$ cat config.mk
export PLATFORM = sky130hd
export DESIGN_NAME = ctr_csr_unit
export DESIGN_NICKNAME = d
export VERILOG_FILES = /design/src/rtl/ctr_pkg.sv /design/src/rtl/ctr_decode.sv /design/src/rtl/ctr_access.sv /design/src/rtl/ctr_counter.sv /design/src/rtl/ctr_csr_unit.sv
export SDC_FILE = /design/constraint.sdc
export NUM_CORES = 1
export LEC_CHECK = 0
export BUFFER_PORTS_ARGS = -buffer_cell sky130_fd_sc_hd__buf_2
export CAP_MARGIN = 20
export CORE_ASPECT_RATIO = 1.75
export CORE_MARGIN = 2
export CORE_UTILIZATION = 45
export CTS_CLUSTER_DIAMETER = 100
export DETAILED_ROUTE_END_ITERATION = 6
export MAX_ROUTING_LAYER = met4
export PLACE_DENSITY_LB_ADDON = 0.25
export SLEW_MARGIN = 10
export SYNTH_ARGS = -nofsm -noshare
export SYNTH_HDL_FRONTEND = slang
export SYNTH_SLANG_ARGS = --single-unit
$ cat constraint.sdc
create_clock -name clk_i -period 11.2 [get_ports clk_i]
set_input_delay 3.36 -clock clk_i [delete_from_list [all_inputs] [get_ports clk_i]]
set_output_delay 3.36 -clock clk_i [all_outputs]
set_load 0.005 [all_outputs]
$ cat src/rtl/ctr_pkg.sv
`timescale 1ns/1ps
package ctr_pkg;
  localparam int NCTR  = 3;
  localparam int T_IDX = 1;

  localparam logic [11:0] A_UCTR_LO = 12'hC00;
  localparam logic [11:0] A_UCTR_HI = 12'hC80;
  localparam logic [11:0] A_MCTR_LO = 12'hB00;
  localparam logic [11:0] A_MCTR_HI = 12'hB80;
  localparam logic [11:0] A_CNT_EN  = 12'h306;

  typedef enum logic [1:0] {
    OP_READ  = 2'd0,
    OP_WRITE = 2'd1,
    OP_SET   = 2'd2,
    OP_CLEAR = 2'd3
  } csr_op_e;

  typedef struct packed {
    logic user;
    logic mach;
    logic high;
    logic en;
    logic tim;
  } dec_t;
endpackage

$ cat src/rtl/ctr_decode.sv
`timescale 1ns/1ps
module ctr_decode
  import ctr_pkg::*;
(
  input  logic [11:0]     addr_i,
  output dec_t            dec_o,
  output logic [NCTR-1:0] ctr_oh_o
);
  always_comb begin
    dec_o    = '0;
    ctr_oh_o = '0;
    for (int i = 0; i < NCTR; i++) begin
      if (addr_i == A_UCTR_LO + 12'(i)) begin
        ctr_oh_o[i] = 1'b1;
        dec_o.user  = 1'b1;
      end
      if (addr_i == A_UCTR_HI + 12'(i)) begin
        ctr_oh_o[i] = 1'b1;
        dec_o.user  = 1'b1;
        dec_o.high  = 1'b1;
      end
      // no machine-side copy of time: it lives outside the block
      if (i != T_IDX) begin
        if (addr_i == A_MCTR_LO + 12'(i)) begin
          ctr_oh_o[i] = 1'b1;
          dec_o.mach  = 1'b1;
        end
        if (addr_i == A_MCTR_HI + 12'(i)) begin
          ctr_oh_o[i] = 1'b1;
          dec_o.mach  = 1'b1;
          dec_o.high  = 1'b1;
        end
      end
    end
    dec_o.en  = (addr_i == A_CNT_EN);
    dec_o.tim = dec_o.user & ctr_oh_o[T_IDX];
  end
endmodule

$ cat src/rtl/ctr_access.sv
`timescale 1ns/1ps
module ctr_access
  import ctr_pkg::*;
#(
  parameter bit TIME_TRAP = 1'b0,
  parameter bit LOW_COST  = 1'b0
) (
  input  logic            valid_i,
  input  dec_t            dec_i,
  input  logic [NCTR-1:0] ctr_oh_i,
  input  logic [1:0]      op_i,
  input  logic            rs1_zero_i,
  input  logic            priv_m_i,
  input  logic [NCTR-1:0] cnt_en_i,
  output logic            trap_o,
  output logic            commit_o
);
  csr_op_e op;
  logic    wr_form;
  logic    deny_priv, deny_ro, deny_time, deny_en, deny_hi;

  assign op      = csr_op_e'(op_i);
  // set/clear with x0 as source writes nothing
  assign wr_form = (op == OP_WRITE) |
                   (((op == OP_SET) | (op == OP_CLEAR)) & ~rs1_zero_i);

  assign deny_priv = (dec_i.mach | dec_i.en) & ~priv_m_i;
  assign deny_ro   = dec_i.user & wr_form;
  assign deny_time = TIME_TRAP & dec_i.tim;
  assign deny_en   = dec_i.user & ~priv_m_i & |(ctr_oh_i & ~cnt_en_i);
  assign deny_hi   = LOW_COST & dec_i.high;

  assign trap_o   = valid_i & (deny_priv | deny_ro | deny_time | deny_en | deny_hi);
  assign commit_o = valid_i & ~trap_o & wr_form & (dec_i.mach | dec_i.en);
endmodule

$ cat src/rtl/ctr_counter.sv
`timescale 1ns/1ps
module ctr_counter #(
  parameter int XLEN     = 32,
  parameter bit LOW_COST = 1'b0
) (
  input  logic              clk_i,
  input  logic              rst_ni,
  input  logic              inc_i,
  input  logic              wr_lo_i,
  input  logic              wr_hi_i,
  input  logic [XLEN-1:0]   wdata_i,
  output logic [2*XLEN-1:0] value_o,
  output logic              carry_o
);
  logic [XLEN-1:0] lo_q;
  logic [XLEN:0]   lo_sum;
  logic            bump;

  // any write to the counter wins over the increment
  assign bump    = inc_i & ~wr_lo_i & ~wr_hi_i;
  assign lo_sum  = {1'b0, lo_q} + 1'b1;
  assign carry_o = bump & lo_sum[XLEN];

  always_ff @(posedge clk_i or negedge rst_ni) begin
    if (!rst_ni)      lo_q <= '0;
    else if (wr_lo_i) lo_q <= wdata_i;
    else if (bump)    lo_q <= lo_sum[XLEN-1:0];
  end

  if (LOW_COST) begin : g_half
    assign value_o = {{XLEN{1'b0}}, lo_q};
  end else begin : g_full
    logic [XLEN-1:0] hi_q;
    always_ff @(posedge clk_i or negedge rst_ni) begin
      if (!rst_ni)      hi_q <= '0;
      else if (wr_hi_i) hi_q <= wdata_i;
      else if (carry_o) hi_q <= hi_q + 1'b1;
    end
    assign value_o = {hi_q, lo_q};
  end
endmodule

$ cat src/rtl/ctr_csr_unit.sv
`timescale 1ns/1ps
module ctr_csr_unit
  import ctr_pkg::*;
#(
  parameter int              XLEN      = 32,
  parameter bit              TIME_TRAP = 1'b0,
  parameter bit              LOW_COST  = 1'b0,
  parameter logic [NCTR-1:0] EN_MASK   = 3'b111
) (
  input  logic              clk_i,
  input  logic              rst_ni,
  input  logic              csr_valid_i,
  input  logic [11:0]       csr_addr_i,
  input  logic [1:0]        csr_op_i,
  input  logic [XLEN-1:0]   csr_wdata_i,
  input  logic              csr_rs1_zero_i,
  input  logic              priv_m_i,
  input  logic              retire_i,
  input  logic [2*XLEN-1:0] mtime_i,
  output logic [XLEN-1:0]   csr_rdata_o,
  output logic              csr_trap_o,
  output logic [NCTR-1:0]   ovf_o,
  output logic [NCTR-1:0]   cnt_en_o
);
  dec_t              dec;
  logic [NCTR-1:0]   ctr_oh;
  logic              trap, commit;
  logic [XLEN-1:0]   raw, wval, cnt_en_q;
  logic [2*XLEN-1:0] cval [NCTR];
  logic [NCTR-1:0]   carry, ovf_q;

  ctr_decode u_dec (
    .addr_i   (csr_addr_i),
    .dec_o    (dec),
    .ctr_oh_o (ctr_oh)
  );

  ctr_access #(
    .TIME_TRAP (TIME_TRAP),
    .LOW_COST  (LOW_COST)
  ) u_acc (
    .valid_i    (csr_valid_i),
    .dec_i      (dec),
    .ctr_oh_i   (ctr_oh),
    .op_i       (csr_op_i),
    .rs1_zero_i (csr_rs1_zero_i),
    .priv_m_i   (priv_m_i),
    .cnt_en_i   (cnt_en_q[NCTR-1:0]),
    .trap_o     (trap),
    .commit_o   (commit)
  );

  for (genvar i = 0; i < NCTR; i++) begin : g_ctr
    if (i == T_IDX) begin : g_time
      assign cval[i]  = mtime_i;
      assign carry[i] = 1'b0;
    end else begin : g_cnt
      logic inc;
      assign inc = (i == 0) ? 1'b1 : retire_i;
      ctr_counter #(
        .XLEN     (XLEN),
        .LOW_COST (LOW_COST)
      ) u_cnt (
        .clk_i   (clk_i),
        .rst_ni  (rst_ni),
        .inc_i   (inc),
        .wr_lo_i (commit & ctr_oh[i] & ~dec.high),
        .wr_hi_i (commit & ctr_oh[i] & dec.high),
        .wdata_i (wval),
        .value_o (cval[i]),
        .carry_o (carry[i])
      );
    end
  end

  always_comb begin
    raw = '0;
    if (dec.en) raw = cnt_en_q;
    for (int i = 0; i < NCTR; i++) begin
      if (ctr_oh[i]) raw = dec.high ? cval[i][2*XLEN-1:XLEN] : cval[i][XLEN-1:0];
    end
  end

  always_comb begin
    unique case (csr_op_e'(csr_op_i))
      OP_WRITE: wval = csr_wdata_i;
      OP_SET:   wval = raw | csr_wdata_i;
      OP_CLEAR: wval = raw & ~csr_wdata_i;
      default:  wval = raw;
    endcase
  end

  always_ff @(posedge clk_i or negedge rst_ni) begin
    if (!rst_ni)              cnt_en_q <= '0;
    else if (commit & dec.en) cnt_en_q <= wval & XLEN'(EN_MASK);
  end

  always_ff @(posedge clk_i or negedge rst_ni) begin
    if (!rst_ni) ovf_q <= '0;
    else         ovf_q <= LOW_COST ? carry : '0;
  end

  assign csr_trap_o  = trap;
  assign csr_rdata_o = (csr_valid_i & ~trap) ? raw : '0;
  assign ovf_o       = ovf_q;
  assign cnt_en_o    = cnt_en_q[NCTR-1:0];
endmodule

* After elaboration in Yosys (flattened, before gate mapping)
Index checks and enable logic that the tools add are counted.
** Cells by class
- Add/sub/neg operators :: 4
- Eq/ne operators :: 14
- Mux-type cells :: 38
- Bitwise operators :: 39
- Reductions and logical operators :: 5
** Operators by type and width (count)
- $mux 32 :: 15
- $eq 12x12->1 const B :: 10
- $pmux 32 s3 :: 1
- $add 32x1->33 const B :: 2
- $add 32x1->32 const B :: 2
- $and 32x32->32 :: 1
- $not 32->32 :: 1
- $or 32x32->32 :: 1
- $and 1x1->1 :: 21
- $mux 1 :: 19
- $eq 12x10->1 const B :: 1
- $not 1->1 :: 8
- $reduce_bool 2->1 :: 4
- $or 1x1->1 :: 5
- $eq 2x2->1 const B :: 2
- $mux 2 :: 2
- $and 3x3->3 :: 1
- $mux 3 :: 1
- $not 3->3 :: 1
- $reduce_or 3->1 :: 1
- $eq 2x1->1 const B :: 1
** Word-level totals
- Flip-flop bits (word level) :: 131
- Bits of input ports :: 116
- Output and inout bits :: 39

* Longest topological paths before layout
- Depth after elaboration :: 23
- Depth in mapped cells :: 12
- Mapped depth without buffers :: 9

* Hierarchy
From an unflattened synthesis, not the netlist that was laid out.
** Second synthesis, totals
- Cells, all modules :: 1350
- Area, all modules :: 11390.9 um^2
** By module, submodules not included
- ctr_counter (g_ctr[2].g_cnt.u_cnt) :: instances 1, cells an instance 481, area an instance 4194.0 um^2, sequential area each 1601.5 um^2
- ctr_counter (g_ctr[0].g_cnt.u_cnt) :: instances 1, cells an instance 462, area an instance 3862.5 um^2, sequential area each 1601.5 um^2
- ctr_csr_unit :: instances 1, cells an instance 374, area an instance 3098.0 um^2, sequential area each 75.1 um^2
- ctr_decode :: instances 1, cells an instance 21, area an instance 161.4 um^2, sequential area each 0.0 um^2
- ctr_access :: instances 1, cells an instance 12, area an instance 75.1 um^2, sequential area each 0.0 um^2

* Worst setup path before layout
No wires, ideal clock.
- Kind :: in2out
- From :: input port csr_addr_i[8]
- To :: output port csr_rdata_o[0]
- Data arrival time :: 5.280 ns
- Required time :: 7.840 ns
- Slack :: 2.560 ns
- Stages :: 12
- Cell sequence :: and3b_1 clkbuf_1 buf_2 o2111ai_1 clkbuf_1 o22ai_1 nand2_1 a21oi_1 a31oi_1 nand2_1 clkbuf_1 nor2_1
** Between the ends
- Word-level cells in the longest chain between the ends :: 14
- Elaborated cells between the ends (all ways) :: 52
- Classes of those cells :: eq/ne: 11; mux: 29; bitwise: 11; reduce/logical: 1
** RTL lines
- from (decl) :: RTL line ctr_csr_unit.sv:13 : input logic [11:0] csr_addr_i,
- $eq 12x12->1 :: RTL line ctr_decode.sv:13 : if (addr_i == A_UCTR_LO + 12'(i)) begin
- $mux 1 :: RTL line ctr_decode.sv:13
- $mux 1 :: RTL line ctr_decode.sv:17 : if (addr_i == A_UCTR_HI + 12'(i)) begin
- $mux 1 :: RTL line ctr_decode.sv:13
- $mux 1 :: RTL line ctr_decode.sv:17
- $mux 1 :: RTL line ctr_decode.sv:13
- $mux 1 :: RTL line ctr_decode.sv:17
- $and 1x1->1, on equally long branches :: RTL line ctr_access.sv:28, ctr_access.sv:30
- $or 1x1->1 or $and 1x1->1 (tied branches) :: RTL line ctr_access.sv:33, ctr_access.sv:30
- $or 1x1->1 :: RTL line ctr_access.sv:33 : assign trap_o = valid_i & (deny_priv | deny_ro | deny_time | deny_en | deny_hi);
- $and 1x1->1 :: RTL line ctr_access.sv:33
- $not 1->1 :: RTL line ctr_csr_unit.sv:104 : assign csr_rdata_o = (csr_valid_i & ~trap) ? raw : '0;
- $and 1x1->1 :: RTL line ctr_csr_unit.sv:104
- $mux 32 * :: RTL line ctr_csr_unit.sv:104
- to (decl) :: RTL line ctr_csr_unit.sv:20 : output logic [XLEN-1:0] csr_rdata_o,
Mark *: on every way between the ends. The rest lies on a longest branch, timed or not.

* Final worst setup path
- From :: input port csr_addr_i[0]
- To :: output port csr_rdata_o[11]
The elaborated chain is that of the path after synthesis.

==> metrics.cfg <==
[status]
run_status = finished clean

[cts]
clock_latency_ns = 0.45
post_cts_buffers = 0
cts_buffer_depth = 2
cts.sinks = 131
postCtsResizedCells = 0
holdBufCountCts = 0
cts_tree = done
cts-root-buf = clkbuf_16
numCtsBuffers = 17
h-tree-depth = 4
path_clk_slew_ns = 0.06

[floorplan]
die-width_um = 120.8
start_util_pct = 45.85
core_area_um2 = 23430
die-area_um2 = 25170
io_pins = 155
die_y_um = 208.4
row_count = 74

[global_routing]
grt_pass1_wl_um = 74660
first_global_vias = 11980
grt_use_total_pct = 41.62
grt_max_degree = 71
antenna_found_initial = 1
grt_overflow = 0

[place]
pre_cts_ws_ns = 1.550
gp_congestion = 1.076
place_hpwl_um = 38100
place_area_um2 = 11760
dp_cells = 1784
portBuffers = 151

[final_layout]
drive_above_1_share_pct = 17.71
multi_input_area_um2 = 6997
ff_latch_area_um2 = 3278
fin_area_um2 = 12400
fill_cells = 2296
nNetsFinal = 1620
syn_to_final_growth_pct = 15.45
final_cells = 1819
final_util_pct = 52.93

[sta]
rsz0062_at_grt = false
postLayoutSetupSlackWorst_ns = 1.504
setup_tns_ns = 0
hold_slack_ns = 0.6017
fin_skew_ns = 0.008370
fin_crit_ns = 9.696
worstMarginPinSlew_ns = 1.135
slew_violations = 0
hold_viol_final = 0
clock.fmax_ghz = 0.1031
fin_crit_sh_pct = 86.57
slew_headroom_pct = 24.35
setup_violations = 0

[synth]
yosysSeqAreaShare_pct = 30.52
netlist_instances = 1387
synth_async_sr_flop_share_pct = 100.0
synthFlopType = dfrtp_1
ys_types = 80
syn-mean-instance-area_um2 = 7.744
ys_warn_count = 0
syn_area_um2 = 10740
synth-edff-count = 0
synth_seq_cells = 131

[critical_path]
startpoint_type = input port
cp.required_ns = 7.84
crit_type = input port to output pin
cp_max_fo = 28
reg2regPathDepth = 8
cp-end-kind = output pin
r2r-end = g_ctr[0].g_cnt.u_cnt.g_full.hi_q[27]$_DFFE_PN0P_
reg2reg_slack_ns = 7.33
cp.arrival_ns = 6.34
rr_startpoint = g_ctr[0].g_cnt.u_cnt.lo_q[3]$_DFFE_PN0P_

[pwr]
power_density_nw_per_um2 = 101.9
power_mw = 1.264
peakVddDrop_uv = 79.15
leakage_nw = 5.023

[hold_path]
hp-start = g_ctr[2].g_cnt.u_cnt.g_full.hi_q[31]$_DFFE_PN0P_
worstHoldEndpoint = g_ctr[2].g_cnt.u_cnt.g_full.hi_q[31]$_DFFE_PN0P_
hp-class = flip-flop to flip-flop
hold-path-cell-count = 2

[drt]
drt_pass1_iterations = 7
drc = 0
wl_met3_um = 4289
via_per_inst = 6.828
wl_per_cell_um = 27.87
route.top_layer_used = met4
drt_wl_total_um = 50700
drt_iter0_markers = 1222
wl_met1_um = 17230
num_vias = 12420
final_antenna_net_count = 0
wl_met2_um = 23460

[flow_run]
cap_violations = 0

## worst max-delay path by stage
stage	startpoint	end	slack, ns	depth (start not counted)
CTS	csr_addr_i[9]	csr_rdata_o[11]	1.54	9
global route	csr_addr_i[9]	csr_rdata_o[28]	1.35	10
floorplan	csr_addr_i[8]	csr_rdata_o[0]	2.56	12
global placement	csr_addr_i[9]	csr_rdata_o[11]	1.60	9
finish	csr_addr_i[0]	csr_rdata_o[11]	1.50	8
detailed placement	csr_addr_i[9]	csr_rdata_o[11]	1.55	9
## state kept, by name (all words and copies together) (netlist names)
register                       cells
cnt_en_q                           3
g_ctr.g_cnt.u_cnt.lo_q            64
g_ctr.g_cnt.u_cnt.g_full.hi_q     64
## cell usage after synthesis (23+ instances only)
library cell / number / share of area [%]
clkbuf_1: 54 / 1.9
o21ai_0: 153 / 7.1
o211ai_1: 52 / 3.6
buf_2: 28 / 1.3
nand4_1: 29 / 1.7
and3_1: 26 / 1.5
nand2_1: 151 / 5.3
a21oi_1: 89 / 4.1
nor2_1: 132 / 4.6
mux2i_1: 70 / 6.5
nand3_1: 87 / 4.1
inv_1: 27 / 0.94
dfrtp_1: 131 / 31
xnor2_1: 23 / 1.9
nor3_1: 40 / 1.9
## where the power goes
group / switching, mW / leakage, nW / internal [mW] / total [mW]
registers: 0.0185 / 1.73 / 0.483 / 0.502
clock network: 0.230 / 0.299 / 0.384 / 0.614
logic: 0.0964 / 2.99 / 0.0525 / 0.149
total: 0.345 / 5.02 / 0.919 / 1.26
## metal layers
layer  global-route usage, %  vias to the layer above
met2                   65.42                      879
li1                        -                     5416
met1                   42.72                     5853
met4                   38.29                        0
met3                   8.690                      272
met5                       -                        -
## worst max-delay path, cell delays in order
cell      delay [ns]
buf_2           0.17
nor3_2          0.47
a31oi_2         0.32
nor2_4          0.82
mux2_1          0.40
a222oi_1        0.51
nor2_1          0.11
buf_2           0.15
## cell type report
type | count | share of cell area (%)
tap | 304 | 3.068
antenna | 2 | 0.04036
inverter | 28 | 0.8476
sequential | 131 | 26.44
clock inverter | 12 | 1.433
timing repair buffer | 183 | 8.063
multi-input combinational | 1139 | 56.43
clock buffer | 20 | 3.683
## layout by cell type (no fill, tap or decap), types with 5 or more instances in the layout
master	instances
a211oi_1	20
a21o_1	8
a21oi_1	89
a221oi_1	22
a22oi_1	5
a31oi_1	12
and2_1	10
and3_1	26
and4_1	8
buf_2	151
buf_4	31
clkbuf_16	17
dfrtp_1	131
inv_1	27
mux2_2	19
mux2i_1	70
nand2_1	151
nand2b_1	10
nand3_1	87
nand4_1	29
nor2_1	129
nor2b_1	7
nor3_1	40
nor4_1	15
o211a_1	7
o211ai_1	52
o21a_1	18
o21ai_0	153
o22ai_1	8
o31a_1	10
or2_2	5
or3_1	11
xnor2_1	23
xor2_1	5
## logic make-up after synthesis
| group | Yosys count | synth area share, % |
|---|---|---|
| AO/OA/AOI/OAI | 448 | 26.74 |
| XOR/XNOR | 28 | 2.283 |
| adder cells (fa/ha/maj) | 4 | 0.4660 |
| buffers and inverters | 119 | 4.730 |
| flip-flops | 131 | 30.52 |
| multiplexers | 94 | 9.320 |
| other | 1 | 0.03492 |
| AND/OR/NAND/NOR | 562 | 25.91 |
Note: power is estimated with default switching activity, not from simulation.
